===== src/rtl/nand_dec_pkg.sv =====
package nand_dec_pkg;

  localparam logic [7:0] OP_READ   = 8'h00;
  localparam logic [7:0] OP_RESET  = 8'hFF;
  localparam logic [7:0] OP_PROG   = 8'h80;
  localparam logic [7:0] OP_PCONF  = 8'h10;
  localparam logic [7:0] OP_ERASE  = 8'h60;
  localparam logic [7:0] OP_ECONF  = 8'hD0;
  localparam logic [7:0] OP_STATUS = 8'h70;
  localparam logic [7:0] OP_ID     = 8'h90;

  typedef enum logic [1:0] {
    BK_NONE,
    BK_CMD,
    BK_ADDR,
    BK_DATA
  } byte_kind_e;

  typedef enum logic [2:0] {
    SQ_IDLE,
    SQ_RD_ADDR,
    SQ_PG_ADDR,
    SQ_PG_DATA,
    SQ_ER_ADDR,
    SQ_ER_CONF
  } seq_state_e;

  typedef struct packed {
    logic rd;
    logic prog;
    logic erase;
    logic status;
    logic id;
    logic rst;
  } op_req_t;

endpackage


===== src/rtl/nand_bus_sampler.sv =====
module nand_bus_sampler
  import nand_dec_pkg::*;
#(
  parameter int DW = 8
) (
  input  logic          clk_i,
  input  logic          rst_ni,
  input  logic          ce_ni,
  input  logic          we_ni,
  input  logic          cle_i,
  input  logic          ale_i,
  input  logic [DW-1:0] io_i,
  output logic          vld_o,
  output byte_kind_e    kind_o,
  output logic [DW-1:0] byte_o
);

  logic we_q;

  always_ff @(posedge clk_i or negedge rst_ni) begin
    if (!rst_ni) we_q <= 1'b1;
    else         we_q <= we_ni;
  end

  // rise of strobe seen at this edge, gated by chip enable
  assign vld_o  = !we_q && we_ni && !ce_ni;
  assign byte_o = io_i;

  always_comb begin
    unique case ({cle_i, ale_i})
      2'b10:   kind_o = BK_CMD;
      2'b01:   kind_o = BK_ADDR;
      2'b00:   kind_o = BK_DATA;
      default: kind_o = BK_NONE;
    endcase
  end

endmodule


===== src/rtl/nand_addr_collector.sv =====
module nand_addr_collector #(
  parameter int DW    = 8,
  parameter int AW    = 19,
  parameter int BLK_W = 7,
  localparam int NB   = (AW + DW - 1) / DW,
  localparam int SELW = $clog2(NB)
) (
  input  logic             clk_i,
  input  logic             rst_ni,
  input  logic             wr_i,
  input  logic [SELW-1:0]  sel_i,
  input  logic [DW-1:0]    byte_i,
  output logic [AW-1:0]    addr_o,
  output logic [BLK_W-1:0] blk_o
);

  for (genvar g = 0; g < NB; g++) begin : g_lane
    localparam int LW = (g == NB - 1) ? AW - (NB - 1) * DW : DW;
    logic [LW-1:0] lane_q;

    always_ff @(posedge clk_i or negedge rst_ni) begin
      if (!rst_ni)                          lane_q <= '0;
      else if (wr_i && sel_i == SELW'(g))   lane_q <= byte_i[LW-1:0];
    end

    assign addr_o[g*DW +: LW] = lane_q;
  end

  assign blk_o = addr_o[AW-1 -: BLK_W];

endmodule


===== src/rtl/nand_seq_fsm.sv =====
module nand_seq_fsm
  import nand_dec_pkg::*;
#(
  parameter int DW   = 8,
  parameter int AW   = 19,
  localparam int NB  = (AW + DW - 1) / DW,
  localparam int SELW = $clog2(NB)
) (
  input  logic            clk_i,
  input  logic            rst_ni,
  input  logic            vld_i,
  input  byte_kind_e      kind_i,
  input  logic [DW-1:0]   byte_i,
  input  logic            busy_i,
  output logic            awr_o,
  output logic [SELW-1:0] asel_o,
  output op_req_t         req_o
);

  localparam logic [SELW-1:0] LAST_FULL = SELW'(NB - 1);
  localparam logic [SELW-1:0] LAST_ROW  = SELW'(NB - 2);

  seq_state_e      st_q, st_d;
  logic [SELW-1:0] cnt_q, cnt_d;
  op_req_t         req_d;
  logic            cmd_ok;

  assign cmd_ok = !busy_i || byte_i == OP_RESET || byte_i == OP_STATUS;

  always_comb begin
    st_d   = st_q;
    cnt_d  = cnt_q;
    req_d  = '0;
    awr_o  = 1'b0;
    asel_o = cnt_q;
    if (vld_i) begin
      unique case (kind_i)
        BK_CMD: if (cmd_ok) begin
          st_d  = SQ_IDLE;
          cnt_d = '0;
          unique case (byte_i)
            OP_RESET:  req_d.rst    = 1'b1;
            OP_STATUS: req_d.status = 1'b1;
            OP_ID:     req_d.id     = 1'b1;
            OP_READ:   st_d = SQ_RD_ADDR;
            OP_PROG:   st_d = SQ_PG_ADDR;
            OP_ERASE:  st_d = SQ_ER_ADDR;
            OP_PCONF:  req_d.prog  = (st_q == SQ_PG_DATA);
            OP_ECONF:  req_d.erase = (st_q == SQ_ER_CONF);
            default:   ;
          endcase
        end
        BK_ADDR: if (!busy_i) begin
          unique case (st_q)
            SQ_RD_ADDR, SQ_PG_ADDR: begin
              awr_o = 1'b1;
              if (cnt_q == LAST_FULL) begin
                cnt_d = '0;
                if (st_q == SQ_RD_ADDR) begin
                  req_d.rd = 1'b1;
                  st_d     = SQ_IDLE;
                end else begin
                  st_d = SQ_PG_DATA;
                end
              end else begin
                cnt_d = cnt_q + 1'b1;
              end
            end
            SQ_ER_ADDR: begin
              awr_o  = 1'b1;
              asel_o = cnt_q + 1'b1;  // erase skips the column lane
              if (cnt_q == LAST_ROW) begin
                cnt_d = '0;
                st_d  = SQ_ER_CONF;
              end else begin
                cnt_d = cnt_q + 1'b1;
              end
            end
            default: begin
              st_d  = SQ_IDLE;
              cnt_d = '0;
            end
          endcase
        end
        default: ;
      endcase
    end
  end

  always_ff @(posedge clk_i or negedge rst_ni) begin
    if (!rst_ni) begin
      st_q  <= SQ_IDLE;
      cnt_q <= '0;
      req_o <= '0;
    end else begin
      st_q  <= st_d;
      cnt_q <= cnt_d;
      req_o <= req_d;
    end
  end

endmodule


===== src/rtl/nand_cmd_decoder.sv =====
module nand_cmd_decoder
  import nand_dec_pkg::*;
#(
  parameter int DW    = 8,
  parameter int AW    = 19,
  parameter int BLK_W = 7
) (
  input  logic             clk_i,
  input  logic             rst_ni,
  input  logic             ce_ni,
  input  logic             we_ni,
  input  logic             cle_i,
  input  logic             ale_i,
  input  logic [DW-1:0]    io_i,
  input  logic             busy_i,
  output logic             rd_req_o,
  output logic             prog_req_o,
  output logic             erase_req_o,
  output logic             status_req_o,
  output logic             id_req_o,
  output logic             reset_req_o,
  output logic [AW-1:0]    addr_o,
  output logic [BLK_W-1:0] blk_o
);

  localparam int NB   = (AW + DW - 1) / DW;
  localparam int SELW = $clog2(NB);

  logic            vld;
  byte_kind_e      kind;
  logic [DW-1:0]   bus_byte;
  logic            awr;
  logic [SELW-1:0] asel;
  op_req_t         req;

  nand_bus_sampler #(.DW(DW)) u_smp (
    .clk_i  (clk_i),
    .rst_ni (rst_ni),
    .ce_ni  (ce_ni),
    .we_ni  (we_ni),
    .cle_i  (cle_i),
    .ale_i  (ale_i),
    .io_i   (io_i),
    .vld_o  (vld),
    .kind_o (kind),
    .byte_o (bus_byte)
  );

  nand_seq_fsm #(.DW(DW), .AW(AW)) u_fsm (
    .clk_i  (clk_i),
    .rst_ni (rst_ni),
    .vld_i  (vld),
    .kind_i (kind),
    .byte_i (bus_byte),
    .busy_i (busy_i),
    .awr_o  (awr),
    .asel_o (asel),
    .req_o  (req)
  );

  nand_addr_collector #(.DW(DW), .AW(AW), .BLK_W(BLK_W)) u_addr (
    .clk_i  (clk_i),
    .rst_ni (rst_ni),
    .wr_i   (awr),
    .sel_i  (asel),
    .byte_i (bus_byte),
    .addr_o (addr_o),
    .blk_o  (blk_o)
  );

  assign rd_req_o     = req.rd;
  assign prog_req_o   = req.prog;
  assign erase_req_o  = req.erase;
  assign status_req_o = req.status;
  assign id_req_o     = req.id;
  assign reset_req_o  = req.rst;

endmodule


===== config.mk =====
export PLATFORM = sky130hd
export DESIGN_NAME = nand_cmd_decoder
export DESIGN_NICKNAME = d
export VERILOG_FILES = /design/src/rtl/nand_dec_pkg.sv /design/src/rtl/nand_bus_sampler.sv /design/src/rtl/nand_addr_collector.sv /design/src/rtl/nand_seq_fsm.sv /design/src/rtl/nand_cmd_decoder.sv
export SDC_FILE = /design/constraint.sdc
export NUM_CORES = 1
export LEC_CHECK = 0
export ABC_AREA = 1
export BUFFER_PORTS_ARGS = -buffer_cell sky130_fd_sc_hd__buf_2
export CAP_MARGIN = 5
export CORE_MARGIN = 1
export CORE_UTILIZATION = 52
export CTS_CLUSTER_SIZE = 10
export DETAILED_ROUTE_END_ITERATION = 10
export GPL_TIMING_DRIVEN = 0
export MAX_ROUTING_LAYER = met4
export PLACE_DENSITY = 0.82
export SLEW_MARGIN = 20
export SYNTH_ARGS = -nofsm -noshare
export SYNTH_HDL_FRONTEND = slang
export SYNTH_SLANG_ARGS = --single-unit

===== constraint.sdc =====
create_clock -name clk_i -period 2.25 [get_ports clk_i]
set_clock_uncertainty 0.2 [all_clocks]
set_input_delay 0.1125 -clock clk_i [delete_from_list [all_inputs] [get_ports clk_i]]
set_output_delay 0.1125 -clock clk_i [all_outputs]
set_load 0.1 [all_outputs]

Word-level counts from Yosys, hierarchy flattened
Cells that the tools add are included.

operators by class
  add/sub/neg operators = 1
  eq/ne operators = 24
  mux-type cells = 36
  reductions and logical operators = 18

operators with widths
  cell                  count
  $eq A8 B8 Y1 const B  4
  $mux W2               9
  $eq A8 B7 Y1 const B  2
  $mux W1               14
  $mux W3               4
  $pmux W3 S2           2
  $mux W5               2
  $pmux W3 S3           1
  $eq A2 B1 Y1 const B  4
  $eq A2 B2 Y1 const B  4
  $eq A8 B5 Y1 const B  1
  $logic_not A8 Y1      1
  $pmux W2 S2           2
  $eq A3 B2 Y1 const B  2
  $eq A3 B3 Y1 const B  2
  $mux W6               1
  $ne A3 B2 Y1 const B  2
  $pmux W2 S3           1
  $reduce_and A6 Y1     1
  $logic_and A1 B1 Y1   5
  $logic_not A2 Y1      2
  $reduce_and A4 Y1     1
  $eq A3 B1 Y1 const B  1
  $logic_not A1 Y1      3
  7 further kinds       8

storage, ports and cells
  register bits = 31
  bits of input ports = 15
  output and inout port bits = 32
  logic and storage cells = 91

Logic depth before layout (Yosys ltp)
  depth after elaboration = 7
  mapped depth = 10
  gate-level depth less buffers = 10

By module
Synthesis repeated with hierarchy kept, for this count alone.

second synthesis, totals
  cell total of the unflattened synthesis = 215
  area, all modules = 1716.6 µm²

by module, submodules not included
  module               times used  cells each  area each (µm²)  sequential area each (µm²)
  nand_addr_collector  1           92          837.1            475.5
  nand_seq_fsm         1           109         772.0            275.3
  nand_bus_sampler     1           14          107.6            26.3

Least setup slack after synthesis
No wires, ideal clock.

  path type = register -> register
  from = register u_fsm.st_q[0]
  to = register u_addr.g_lane[2].lane_q[0]
  setup time = 122 ps
  data arrival time = 1374 ps
  required time = 1928 ps
  setup slack = 554 ps
  stages on the path, launching flop included = 11
  buffers on the path = 0
  period minus slack after synthesis = 1696 ps
  cells stage by stage = dfrtp_1 -> nor2_1 -> nand2_2 -> nor2_8 -> nand2_4 -> nand2_1 -> inv_1 -> nor2_1 -> nand2_1 -> nand2_1 -> nand2_1

between the ends
  longest elaborated chain between the ends = 7
  elaborated cells between the ends (all ways) = 14
  classes of those cells = 4 x eq/ne; 8 x mux; 2 x reduce/logical

RTL lines
  item                                         line                                           text
  from (decl)                                  nand_seq_fsm.sv:23                             seq_state_e st_q, st_d;
  from (signal assigned)                       nand_seq_fsm.sv:96                             st_q <= st_d;
  $eq A3 B3 Y1, or another cell as far along   nand_seq_fsm.sv:54                             unique case (st_q)
  $mux W2 or $reduce_or A3 Y1 (tied branches)  --
  $mux W2 or $mux W1 (tied branches)           nand_seq_fsm.sv:53, nand_seq_fsm.sv:54
  $mux W2 or $mux W1 (tied branches)           nand_seq_fsm.sv:37, nand_seq_fsm.sv:53
  $mux W2 or $mux W1 (tied branches)           nand_seq_fsm.sv:36, nand_seq_fsm.sv:37
  $eq A2 B2 Y1 or $mux W1 (tied branches)      nand_addr_collector.sv:23, nand_seq_fsm.sv:36
  $logic_and A1 B1 Y1 (*)                      nand_addr_collector.sv:23                      else if (wr_i && sel_i == SELW'(g)) lane_q <= byte_i[LW-1:0];
  to (signal assigned)                         nand_addr_collector.sv:23
  to (decl)                                    nand_addr_collector.sv:19                      logic [LW-1:0] lane_q;

Mark *: on every way between the ends. The rest lies on a longest branch, timed or not.
A chain may end at the register's enable or synchronous reset.

==> results.toml <==
[pwr]
p_per_area_mw_per_mm2 = 483
seq_power_share_pct = 53.9
switching_power_uw = 297
power.share.switching_pct = 28.0
pwr-share-comb_pct = 14.2
peakVddDrop_mv = 0.263
power_frac_clock_pct = 31.9
p_int_uw = 762
p_leak_nw = 1.31

[floorplanning]
die_x_um = 59.5
rows = 20
die_h_um = 59.5
io_pins = 47
dieArea_mm2 = 0.00355
core_mm2 = 0.00310
initial_core_util_pct = 55.5

[grt]
grt_pass1_wl_um = 6370
grt_start_max_net_pins = 32
gr-total-overflow = 0
grt_pass1_vias = 1530
antenna_found_initial = 0
grt_usage_pct = 25.1

[drt]
via_per_inst = 4.91
routedWlPerCell_um = 11.8
routed-via-count = 1609
drt.antenna.violating_nets = 0
drc = 0
dr.pass1.iters = 4
drtIter0Drc = 74
wl_um = 3870

[logic_synthesis]
syn_area_per_cell_um2 = 7.90
synth_area_mm2 = 0.00172
ys_seq_elements = 31
syn_inst = 218
ys_seq_area_share_pct = 45.1
ys_types = 22
yosysWarningCount = 0
synth.net_count = 236

[outcome]
outcome = "completed"

[finish]
nNetsFinal = 301
diodes = 0
fin_util_pct = 70.6
area_growth_pct = 27.2
layout-drive-gt1-share_pct = 27.1
fin_area_mm2 = 0.00219

[timing]
slew_headroom_pct = 54.8
finalCriticalPeriod_ps = 2080
worst_pin_slew_ps = 678
final_hold_viol_count = 0
finalCritPeriodShare_pct = 92.6
whs_ps = 21.3
setup_tns_ps = 0
grt_setup_unrepaired = "false"
slew_violations = 0
max_clock_freq_mhz = 480
setup_viol = 0

[placed_design]
place_hpwl_um = 2740
port_buffers = 46
routabilityCongestion = 0.883
postPlaceCellArea_mm2 = 0.00201

[clocking]
root_buffer = "clkbuf_4"
cts_setup_buffers = 0
h-tree-depth = 2
clk_pin_slew_worst_paths_ps = 90
clockBufferDepth = 2
cts.sink_count = 31
clk-insertion-delay-late_ps = 330
cts_tree = "built"
cts_buffers = 5

[setup_path]
cp-start-kind = "primary input"
crit_chain = "dlygate4sd3_1 -> buf_2 -> inv_1 -> nand2_1 -> nor2_2 -> nand2_1 -> nand3_1 -> nand4_1 -> nor3_1 -> dlygate4sd3_1"
end_kind = "flip-flop"
max_stage_delay_ps = 560
worstSetupPathType = "in2reg"
cp_data_arrival_time_ps = 2150
critPathSlowestCell = "dlygate4sd3_1"
cp.required_ps = 2320
critical_path_peak_fanout = 5

[hold_path]
hp-class = "in2reg"

[job]
maxCapViolCount = 0
-- through the flow --
| step | setup slack [ps] | std cells | total power [mW] |
|---|---|---|---|
| 3_3_place_gp | 389 | 308 | 0.711 |
| 2_1_floorplan | 554 | 218 | 0.663 |
| 6_report | 167 | 328 | 1.06 |
| 4_1_cts | 118 | 328 | 1.06 |
| 5_1_grt | 61.6 | 328 | 1.11 |
| 3_5_place_dp | 372 | 308 | 0.714 |
-- kinds of logic after synthesis --
kind of cell,Yosys count,share of synthesized area (%)
buf+inv,39,10.9
flops,31,45.1
compound gates,8,3.78
fa+ha+maj,3,2.18
simple gates,137,38.0
-- placed cells by master, fill, tap and decap left out --
cell type / n
a21oi_1: 2
buf_2: 46
buf_4: 7
buf_6: 2
clkbuf_1: 1
clkbuf_4: 5
clkbuf_8: 1
clkinv_2: 1
dfrtp_1: 30
dfstp_2: 1
dlygate4sd3_1: 12
ha_1: 3
inv_1: 29
inv_2: 1
nand2_1: 69
nand2_2: 4
nand2_4: 2
nand3_1: 22
nand3_2: 1
nand4_1: 15
nor2_1: 14
nor2_2: 2
nor2_8: 2
nor3_1: 5
nor4_1: 1
o21ai_0: 3
o21ai_4: 2
o21bai_1: 1
-- per-layer routing --
| metal | GRT usage, % | part of all wire, % | vias to the layer above |
|---|---|---|---|
| li1 | - | - | 819 |
| met1 | 28.2 | 44 | 733 |
| met2 | 43.7 | 50 | 51 |
| met3 | 5.68 | 5.1 | 6 |
| met4 | 8.64 | 1.3 | 0 |
| met5 | - | 0 | - |
-- cells in the mapped netlist --
cell type  instances  area (µm²)
inv_2              1        3.75
nor2_2             1        6.26
dfrtp_1           30         751
nor4_1             1        6.26
nand2_4            2        22.5
nand2_1           69         259
nand3_2            1        10.0
ha_1               3        37.5
buf_6              2        22.5
nor2_1            15        56.3
inv_1             29         109
nand4_1           15        93.8
buf_4              7        52.6
nand2_2            4        25.0
a21oi_1            2        10.0
nor2_8             2        40.0
dfstp_2            1        26.3
nor3_1             5        25.0
o21bai_1           1        7.51
o21ai_4            2        32.5
nand3_1           22         110
o21ai_0            3        15.0
-- state kept, by name, summed over array words and instances (netlist names) --
register and count:
u_fsm.cnt_q 2, u_fsm.st_q 3, u_fsm.req_o 6, u_smp.we_q 1, u_addr.g_lane.lane_q 19
-- final timing paths --
path / startpoint / to / slack, ps / depth (start not counted)
setup / recovery: io_i[0] / u_fsm.req_o[1] / 170 / 10
hold / removal: cle_i / u_fsm.req_o[4] / 20 / 5
setup reg to reg: u_fsm.st_q[0] / u_addr.g_lane[2].lane_q[0] / 350 / 10
hold reg to reg: u_addr.g_lane[1].lane_q[2] / u_addr.g_lane[1].lane_q[2] / 270 / 2
max in group asynchronous: rst_ni / u_addr.g_lane[1].lane_q[7] / 1250 / 2
min in group asynchronous: rst_ni / u_addr.g_lane[0].lane_q[1] / 140 / 2
-- final cells by class --
type                    instances  area (µm²)
multi-input cells             148         759
fillers                       258         913
plain buffers                   9        75.1
well taps                      44        55.1
clock inverters                 1        5.00
flip-flops and latches         31         777
repair buffers                 58         350
inverters                      30         113
clock buffers                   7        55.1
-- critical path, delay by kind of cell --
kind          cells  cell delay (ps)
buf+inv           4             1320
simple gates      6              720
-- power groups by stage --
stage | registers [mW] | logic [mW] | clock network [mW]
finish | 0.571 | 0.150 | 0.338
global route | 0.571 | 0.166 | 0.371
CTS | 0.571 | 0.148 | 0.346
detailed placement | 0.582 | 0.132 | 0
global placement | 0.581 | 0.130 | 0
floorplan | 0.587 | 0.0756 | 0
-- repair_timing --
action                     4_1_cts  5_1_grt
gates resized for setup          0        1
setup endpoints to repair        0        1
hold endpoints to repair        55        0
hold buffers                    12        0
Note: power is estimated with default switching activity, not from simulation.
